==> src/rtl/psw_pkg.sv <==
package psw_pkg;
  localparam int PSW_W  = 16;
  localparam int BIT_C  = 0;
  localparam int BIT_V  = 1;
  localparam int BIT_VT = 2;
  localparam int BIT_N  = 3;
  localparam int BIT_Z  = 4;
  localparam int BIT_IE = 9;

  typedef enum logic [2:0] {
    OPC_NONE  = 3'd0,
    OPC_ADD   = 3'd1,
    OPC_ADDC  = 3'd2,
    OPC_SUB   = 3'd3,
    OPC_SUBB  = 3'd4,
    OPC_CMP   = 3'd5,
    OPC_LOGIC = 3'd6,
    OPC_RSVD  = 3'd7
  } opc_e;

  typedef enum logic [2:0] {
    FC_NONE  = 3'd0,
    FC_SETC  = 3'd1,
    FC_CLRC  = 3'd2,
    FC_CLRVT = 3'd3,
    FC_JVT   = 3'd4,
    FC_JNVT  = 3'd5,
    FC_EI    = 3'd6,
    FC_DI    = 3'd7
  } fcmd_e;

  typedef struct packed {
    logic ie;
    logic z;
    logic n;
    logic vt;
    logic v;
    logic c;
  } flags_t;
endpackage

==> src/rtl/psw_width_sel.sv <==
module psw_width_sel #(
  parameter int DATA_W = 32
) (
  input  logic [DATA_W-1:0] result,
  input  logic [1:0]        width,
  output logic              msb,
  output logic              is_zero
);
  localparam int NLANE = 3;

  function automatic int lane_width(input int k);
    return (k == 0) ? 8 : ((k == 1) ? 16 : DATA_W);
  endfunction

  logic [NLANE-1:0] lane_msb;
  logic [NLANE-1:0] lane_zero;

  for (genvar k = 0; k < NLANE; k++) begin : g_lane
    localparam int LW = lane_width(k);
    assign lane_msb[k]  = result[LW-1];
    assign lane_zero[k] = ~|result[LW-1:0];
  end

  always_comb begin
    unique case (width)
      2'd0:    begin msb = lane_msb[0]; is_zero = lane_zero[0]; end
      2'd1:    begin msb = lane_msb[1]; is_zero = lane_zero[1]; end
      default: begin msb = lane_msb[2]; is_zero = lane_zero[2]; end
    endcase
  end
endmodule

==> src/rtl/psw_flag_next.sv <==
module psw_flag_next
  import psw_pkg::*;
(
  input  flags_t     cur,
  input  logic       upd_en,
  input  logic [2:0] op_class,
  input  logic       msb,
  input  logic       is_zero,
  input  logic       alu_cb,
  input  logic       alu_ovf,
  output flags_t     nxt
);
  opc_e opc;
  logic is_add, is_sub, is_chain, is_logic;

  always_comb begin
    opc      = opc_e'(op_class);
    is_add   = (opc == OPC_ADD) || (opc == OPC_ADDC);
    is_sub   = (opc == OPC_SUB) || (opc == OPC_SUBB) || (opc == OPC_CMP);
    is_chain = (opc == OPC_ADDC) || (opc == OPC_SUBB);
    is_logic = (opc == OPC_LOGIC);
  end

  always_comb begin
    nxt = cur;
    if (upd_en) begin
      if (is_add || is_sub) begin
        nxt.c  = is_add ? alu_cb : ~alu_cb;
        nxt.v  = alu_ovf;
        nxt.vt = cur.vt | alu_ovf;
        nxt.n  = msb ^ alu_ovf;
        nxt.z  = is_chain ? (cur.z & is_zero) : is_zero;
      end else if (is_logic) begin
        nxt.c = 1'b0;
        nxt.v = 1'b0;
        nxt.n = msb;
        nxt.z = is_zero;
      end
    end
  end
endmodule

==> src/rtl/psw_ctl_merge.sv <==
module psw_ctl_merge
  import psw_pkg::*;
(
  input  flags_t             upd,
  input  logic [2:0]         flag_cmd,
  input  logic               load_en,
  input  logic [PSW_W-1:0]   load_word,
  output flags_t             nxt
);
  fcmd_e cmd;

  always_comb begin
    cmd = fcmd_e'(flag_cmd);
    nxt = upd;
    unique case (cmd)
      FC_SETC:                    nxt.c  = 1'b1;
      FC_CLRC:                    nxt.c  = 1'b0;
      FC_CLRVT, FC_JVT, FC_JNVT:  nxt.vt = 1'b0;
      FC_EI:                      nxt.ie = 1'b1;
      FC_DI:                      nxt.ie = 1'b0;
      default:                    ;
    endcase
    if (load_en) begin
      nxt.c  = load_word[BIT_C];
      nxt.v  = load_word[BIT_V];
      nxt.vt = load_word[BIT_VT];
      nxt.n  = load_word[BIT_N];
      nxt.z  = load_word[BIT_Z];
      nxt.ie = load_word[BIT_IE];
    end
  end
endmodule

==> src/rtl/psw_flag_unit.sv <==
module psw_flag_unit
  import psw_pkg::*;
#(
  parameter int DATA_W = 32
) (
  input  logic              clk,
  input  logic              rst_n,
  input  logic              upd_en,
  input  logic [2:0]        op_class,
  input  logic [1:0]        op_width,
  input  logic [DATA_W-1:0] alu_result,
  input  logic              alu_cb,
  input  logic              alu_ovf,
  input  logic [2:0]        flag_cmd,
  input  logic              load_en,
  input  logic [PSW_W-1:0]  load_word,
  output logic              flag_c,
  output logic              flag_v,
  output logic              flag_vt,
  output logic              flag_n,
  output logic              flag_z,
  output logic              flag_ie,
  output logic [PSW_W-1:0]  psw_word
);
  logic [1:0] rst_pipe;
  logic       rst_sync_n;
  logic       res_msb, res_zero;
  logic       flags_en;
  flags_t     flags_q, flags_upd, flags_d;

  always_ff @(posedge clk or negedge rst_n) begin
    if (!rst_n) rst_pipe <= 2'b00;
    else        rst_pipe <= {rst_pipe[0], 1'b1};
  end
  assign rst_sync_n = rst_pipe[1];

  psw_width_sel #(.DATA_W(DATA_W)) i_width_sel (
    .result  (alu_result),
    .width   (op_width),
    .msb     (res_msb),
    .is_zero (res_zero)
  );

  psw_flag_next i_flag_next (
    .cur      (flags_q),
    .upd_en   (upd_en),
    .op_class (op_class),
    .msb      (res_msb),
    .is_zero  (res_zero),
    .alu_cb   (alu_cb),
    .alu_ovf  (alu_ovf),
    .nxt      (flags_upd)
  );

  psw_ctl_merge i_ctl_merge (
    .upd       (flags_upd),
    .flag_cmd  (flag_cmd),
    .load_en   (load_en),
    .load_word (load_word),
    .nxt       (flags_d)
  );

  assign flags_en = upd_en | load_en | (flag_cmd != 3'd0);

  always_ff @(posedge clk or negedge rst_sync_n) begin
    if (!rst_sync_n)   flags_q <= '0;
    else if (flags_en) flags_q <= flags_d;
  end

  always_comb begin
    flag_c  = flags_q.c;
    flag_v  = flags_q.v;
    flag_vt = flags_q.vt;
    flag_n  = flags_q.n;
    flag_z  = flags_q.z;
    flag_ie = flags_q.ie;
    psw_word         = '0;
    psw_word[BIT_C]  = flags_q.c;
    psw_word[BIT_V]  = flags_q.v;
    psw_word[BIT_VT] = flags_q.vt;
    psw_word[BIT_N]  = flags_q.n;
    psw_word[BIT_Z]  = flags_q.z;
    psw_word[BIT_IE] = flags_q.ie;
  end
endmodule

==> config.mk <==
export PLATFORM = sky130hd
export DESIGN_NAME = psw_flag_unit
export DESIGN_NICKNAME = d
export VERILOG_FILES = /design/src/rtl/psw_pkg.sv /design/src/rtl/psw_width_sel.sv /design/src/rtl/psw_flag_next.sv /design/src/rtl/psw_ctl_merge.sv /design/src/rtl/psw_flag_unit.sv
export SDC_FILE = /design/constraint.sdc
export NUM_CORES = 1
export LEC_CHECK = 0
export BUFFER_PORTS_ARGS = -buffer_cell sky130_fd_sc_hd__buf_2
export CAP_MARGIN = 20
export CORE_MARGIN = 5
export CORE_UTILIZATION = 30
export DETAILED_ROUTE_END_ITERATION = 7
export HOLD_SLACK_MARGIN = 0.15
export PLACE_DENSITY_LB_ADDON = 0.15
export SYNTH_ARGS = -nofsm -noshare
export SYNTH_HDL_FRONTEND = slang
export SYNTH_SLANG_ARGS = --single-unit
==> constraint.sdc <==
create_clock -name clk -period 0.8 [get_ports clk]
set_input_delay 0.16 -clock clk [delete_from_list [all_inputs] [get_ports clk]]
set_output_delay 0.16 -clock clk [all_outputs]
set_load 0.005 [all_outputs]
# After elaboration in Yosys (flattened, before gate mapping)
# Index checks and enable logic that the tools add are counted.
# word_totals
register_bits	8
in_bits	62
output_inout_bits	22
word_cells	66
# classes
eq_ne	14
muxes	14
n_bitwise	6
reduce_logical	25
# ops
op	n
$reduce_or 32->1	1
$eq 3x3->1 const B	7
$reduce_or 16->1	1
$reduce_bool 3->1	5
$eq 3x2->1 const B	4
$reduce_and 3->1	3
$mux 2	4
$pmux 1 s2	4
$reduce_or 8->1	1
$eq 3x1->1 const B	2
$mux 6	1
$logic_or 1x1->1	5
$mux 5	1
$reduce_bool 5->1	1
$mux 1	4
$reduce_bool 4->1	1
$logic_not 1->1	3
$or 1x1->1	3
$reduce_or 3->1	1
$eq 2x1->1 const B	1
$logic_not 2->1	1
$reduce_and 2->1	1
$reduce_bool 2->1	1
$and 1x1->1	1
other kinds (2)	2

# Depth between registers and ports, before layout
# logic_depth
word_depth	9
ltp_mapped	6
mapped_depth_nobuf	5

# By module
# A second synthesis with hierarchy kept.
# unflattened
cells_unflattened	111
area_unflattened_um2	993.5
# by_module_without_submodules
module	instances	cells_per_inst	area_each_um2	seq_area_each_um2
psw_flag_unit	1	34	449.2	200.2
psw_flag_next	1	45	284.0	0.0
psw_width_sel	1	16	135.1	0.0
psw_ctl_merge	1	16	125.1	0.0

# Least setup slack after synthesis
# No wires, ideal clock.
# synth_path
kind	input port to flip-flop
from	input op_class[1]
to	register flags_q (netlist bit flag_n)
setup_time_ns	0.125
t_arrival_ns	1.237
t_required_ns	0.675
slack_ns	-0.561
stages	4
path_buffers	1
path_cell_list	buf_6 -> or3_4 -> a31oi_4 -> mux2_2
# synth_via
elab_chain_cells	7
elab_cells_between_ends	15
classes_between	6 x eq/ne; 3 x mux; 6 x reduce/logical
# synth_lines
item	line_no	text
start: declaration	psw_flag_unit.sv:9	input logic [2:0] op_class,
$eq 3x2->1 / $eq 3x3->1 (equally long branches)	psw_flag_next.sv:19	is_sub = (opc == OPC_SUB) || (opc == OPC_SUBB) || (opc == OPC_CMP);
$logic_or 1x1->1 (2 in a row)	psw_flag_next.sv:19	
$logic_or 1x1->1	psw_flag_next.sv:27	if (is_add || is_sub) begin
$mux 2	psw_flag_next.sv:27	
$mux 5	psw_flag_next.sv:26	if (upd_en) begin
$mux 6	psw_ctl_merge.sv:23	if (load_en) begin
end signal: assignment	psw_flag_unit.sv:67	else if (flags_en) flags_q <= flags_d;
end: declaration	psw_flag_unit.sv:29	flags_t flags_q, flags_upd, flags_d;
# Parallel ways exist; a longest one is shown, timed or not. The select of a mux whose other input is x is not followed.
# A chain may end at the register's enable or synchronous reset.

# Final worst setup path
# layout_path
from	input op_class[2]
to	register flags_q (netlist bit flag_n)
# The elaborated chain is that of the path after synthesis.

==> summary.txt <==
Status
  • Status: finished, violations left
  • Failing checks: negative setup slack

Finish
  • Post-layout util: 58.5%
  • Syn-to-layout area delta: 82.8%
  • Most common cell after layout, fill and taps aside: buf_2
  • Non-Filler Instances: 193
  • Most frequent cells in the layout: buf_2 (57), buf_6 (12), conb_1 (11), buf_4 (10)
  • ANT cells: 0
  • Fillers: 226
  • Layout cells sized above 1: 60.0%
  • Fin nets: 229

Placement
  • Placed insts: 182
  • Hpwl dp: 1920 um
  • Port buffer count: 63
  • GP Congestion: 0.723

Clocking
  • CTS tree: yes
  • Clk slew on worst S/H paths: 0.05 ns
  • Hold Buf Count CTS: 3
  • Clock Sinks: 8
  • Clk buf depth: 2
  • Clock root buffer: clkbuf_4
  • Inserted Clock Buffers: 3
  • Clk_lat worst skew: 0.24 ns
  • H-tree Lvls: 1

GRT
  • GRT overflow: 0
  • GRT Util Overall: 13.2%
  • Initial antenna violation count: 0
  • Pin count of the biggest net entering global routing: 13
  • Vias in the first global route: 860
  • Global-route wire length before repair: 3590 um

STA
  • Setup violators final: 17
  • RSZ-0062 raised after global routing: yes
  • Final Cycle Share: 136%
  • Fmax: 918 MHz
  • Max-slew violations: 0
  • Final min period: 1.09 ns
  • Setup slack after layout: -0.290 ns
  • Final number of hold-violating endpoints: 0
  • Setup Skew: 0.00151 ns

Critical path
  • Crit path kind: input port to flip-flop
  • RR Startpoint: flag_z
  • Flop2flop setup slack: -0.22 ns
  • CP Max Fanout: 3
  • Required time of the critical path: 0.93 ns
  • R2R Path End: flag_z
  • FF-to-FF path depth: 4
  • CP Data Arrival Time: 1.22 ns
  • Worst Setup Start Kind: input port
  • CP endpoint kind: flip-flop

Floorplan
  • Initial core utilization: 32.0%
  • # rows: 17
  • Die W: 59.1 um
  • Boundary Pins: 84
  • Die Y: 59.1 um
  • Core region area: 2250 um^2
  • DIE AREA: 3490 um^2

Routing
  • Via density per instance: 4.51
  • # DRC: 0
  • ANT nets after route: 0
  • First-pass DRT Iterations: 4
  • Vias after detailed routing: 871
  • Final WL: 2290 um
  • DR iter-0 viols: 15
  • Drt wl/cell: 11.9 um

Logic synthesis
  • Synth Cell Area: 722 um^2
  • Yosys warns: 0
  • Register area share after synthesis: 27.7%
  • Average size of a mapped cell: 8.11 um^2
  • Yosys reg bits: 8
  • Distinct cells, synth: 30
  • Post-Synthesis Cells: 89

Job
  • Maxcap violations: 0

Power
  • Pwr Density: 1050 nW/um^2
  • Leakage: 0.000644 uW
  • Max IR drop VDD: 0.000640 V

Hold path
  • Min-delay worst type: flip-flop to asynchronous set/reset pin
-- power breakdown --
part           switching (uW)  leakage, uW  internal (uW)  total (uW)
combinational             256     0.000534            361         617
sequential               33.9    0.0000964            447         481
clock                     121    0.0000138            171         292
-- Yosys cell counts --
master     count  share of area (%)
xnor2_1        2                2.4
nor4_1         7                6.1
o31ai_1        2                2.1
mux2_2         1                1.6
o21a_1         1                1.0
inv_1          2                1.0
a21oi_1        5                3.5
a31oi_1        2                1.7
nand2_1        9                4.7
o21ai_0        3                2.1
conb_1         2                1.0
a2111oi_0      1                1.2
buf_6          1                1.6
or3_4          1                1.6
nor3_1         2                1.4
buf_2          1               0.69
dfrtp_1        8                 28
nor2_1         6                3.1
xor2_1         2                2.4
nand2b_1       2                1.7
a41oi_1        1                1.2
nand4_1        1               0.87
mux2i_1        2                2.8
a211oi_1       1                1.0
nand3_1        3                2.1
a31oi_4        1                2.9
buf_4         16                 17
o21ai_1        2                1.4
nor3b_1        1                1.0
nand3_2        1                1.4
-- state kept, by name, indices dropped and copies added, names as in the netlist --
name and cells:
flag_v 1, flag_c 1, flag_ie 1, flag_z 1, flag_vt 1, flag_n 1
rst_pipe 2
-- logic make-up after synthesis --
logic type	after synthesis	synth area share [%]
DFF	8	27.7
other	2	1.04
xor gates and xnor gates	4	4.85
and+or+nand+nor	33	23.9
buffers and inverters	20	19.9
AOI/OAI and AO/OA	19	18.2
muxes	3	4.33
-- what timing repair did --
item / 4_1_cts / 5_1_grt
buffers inserted: 5 / 0
pin swaps: 7 / 5
cloned: 0 / 0
resized for setup: 10 / 16
setup endpoints to repair: 17 / 18
endpoints found under the hold margin: 10 / 6
-- stage by stage --
| stage | hold slack [ns] | setup TNS [ns] | setup slack [ns] | power, uW | area (um^2) |
|---|---|---|---|---|---|
| global route | 0.125 | -3.47 | -0.339 | 1510 | 1320 |
| floorplan | -0.136 | -1.58 | -0.472 | 749 | 795 |
| detailed placement | -0.0541 | -2.38 | -0.564 | 959 | 1090 |
| global placement | -0.0560 | -2.33 | -0.536 | 950 | 1090 |
| CTS | 0.107 | -2.79 | -0.287 | 1350 | 1230 |
| finish | 0.0952 | -2.62 | -0.290 | 1390 | 1320 |
-- how the worst max path moves through the flow --
| stage | from | endpoint | slack, ns | cells past startpoint |
|---|---|---|---|---|
| floorplan | op_class[1] | flag_n | -0.47 | 6 |
| global placement | op_class[2] | flag_n | -0.54 | 6 |
| detailed placement | op_class[2] | flag_n | -0.56 | 6 |
| CTS | op_class[2] | flag_n | -0.29 | 6 |
| global route | alu_result[25] | flag_z | -0.34 | 6 |
| finish | op_class[2] | flag_n | -0.29 | 6 |
-- layer usage --
| metal | global-route usage (%) | part of all wire, % | vias to the layer above |
|---|---|---|---|
| met2 | 23.7 | 55 | 29 |
| met1 | 15.5 | 38 | 392 |
| met5 | 0 | 0 | - |
| li1 | - | - | 448 |
| met4 | 5.50 | 0.52 | 0 |
| met3 | 1.96 | 6.0 | 2 |
-- worst max-delay path, cell delays in order --
cell and delay, ns:
buf_6 0.09, or3_4 0.42, nand3_4 0.08, xor2_1 0.14, o21ai_1 0.07, mux2_4 0.26
-- final cells by class --
| cell class | count | area (um^2) | area share [%] |
|---|---|---|---|
| Multi-Input combinational cell | 70 | 529 | 40.1 |
| Timing Repair Buffer | 82 | 526 | 39.8 |
| Sequential cell | 8 | 200 | 15.2 |
| Tap cell | 28 | 35.0 | 2.65 |
| Clock buffer | 3 | 22.5 | 1.71 |
| Inverter | 2 | 7.51 | 0.569 |
No activity file was read; power rests on OpenSTA's default activity.
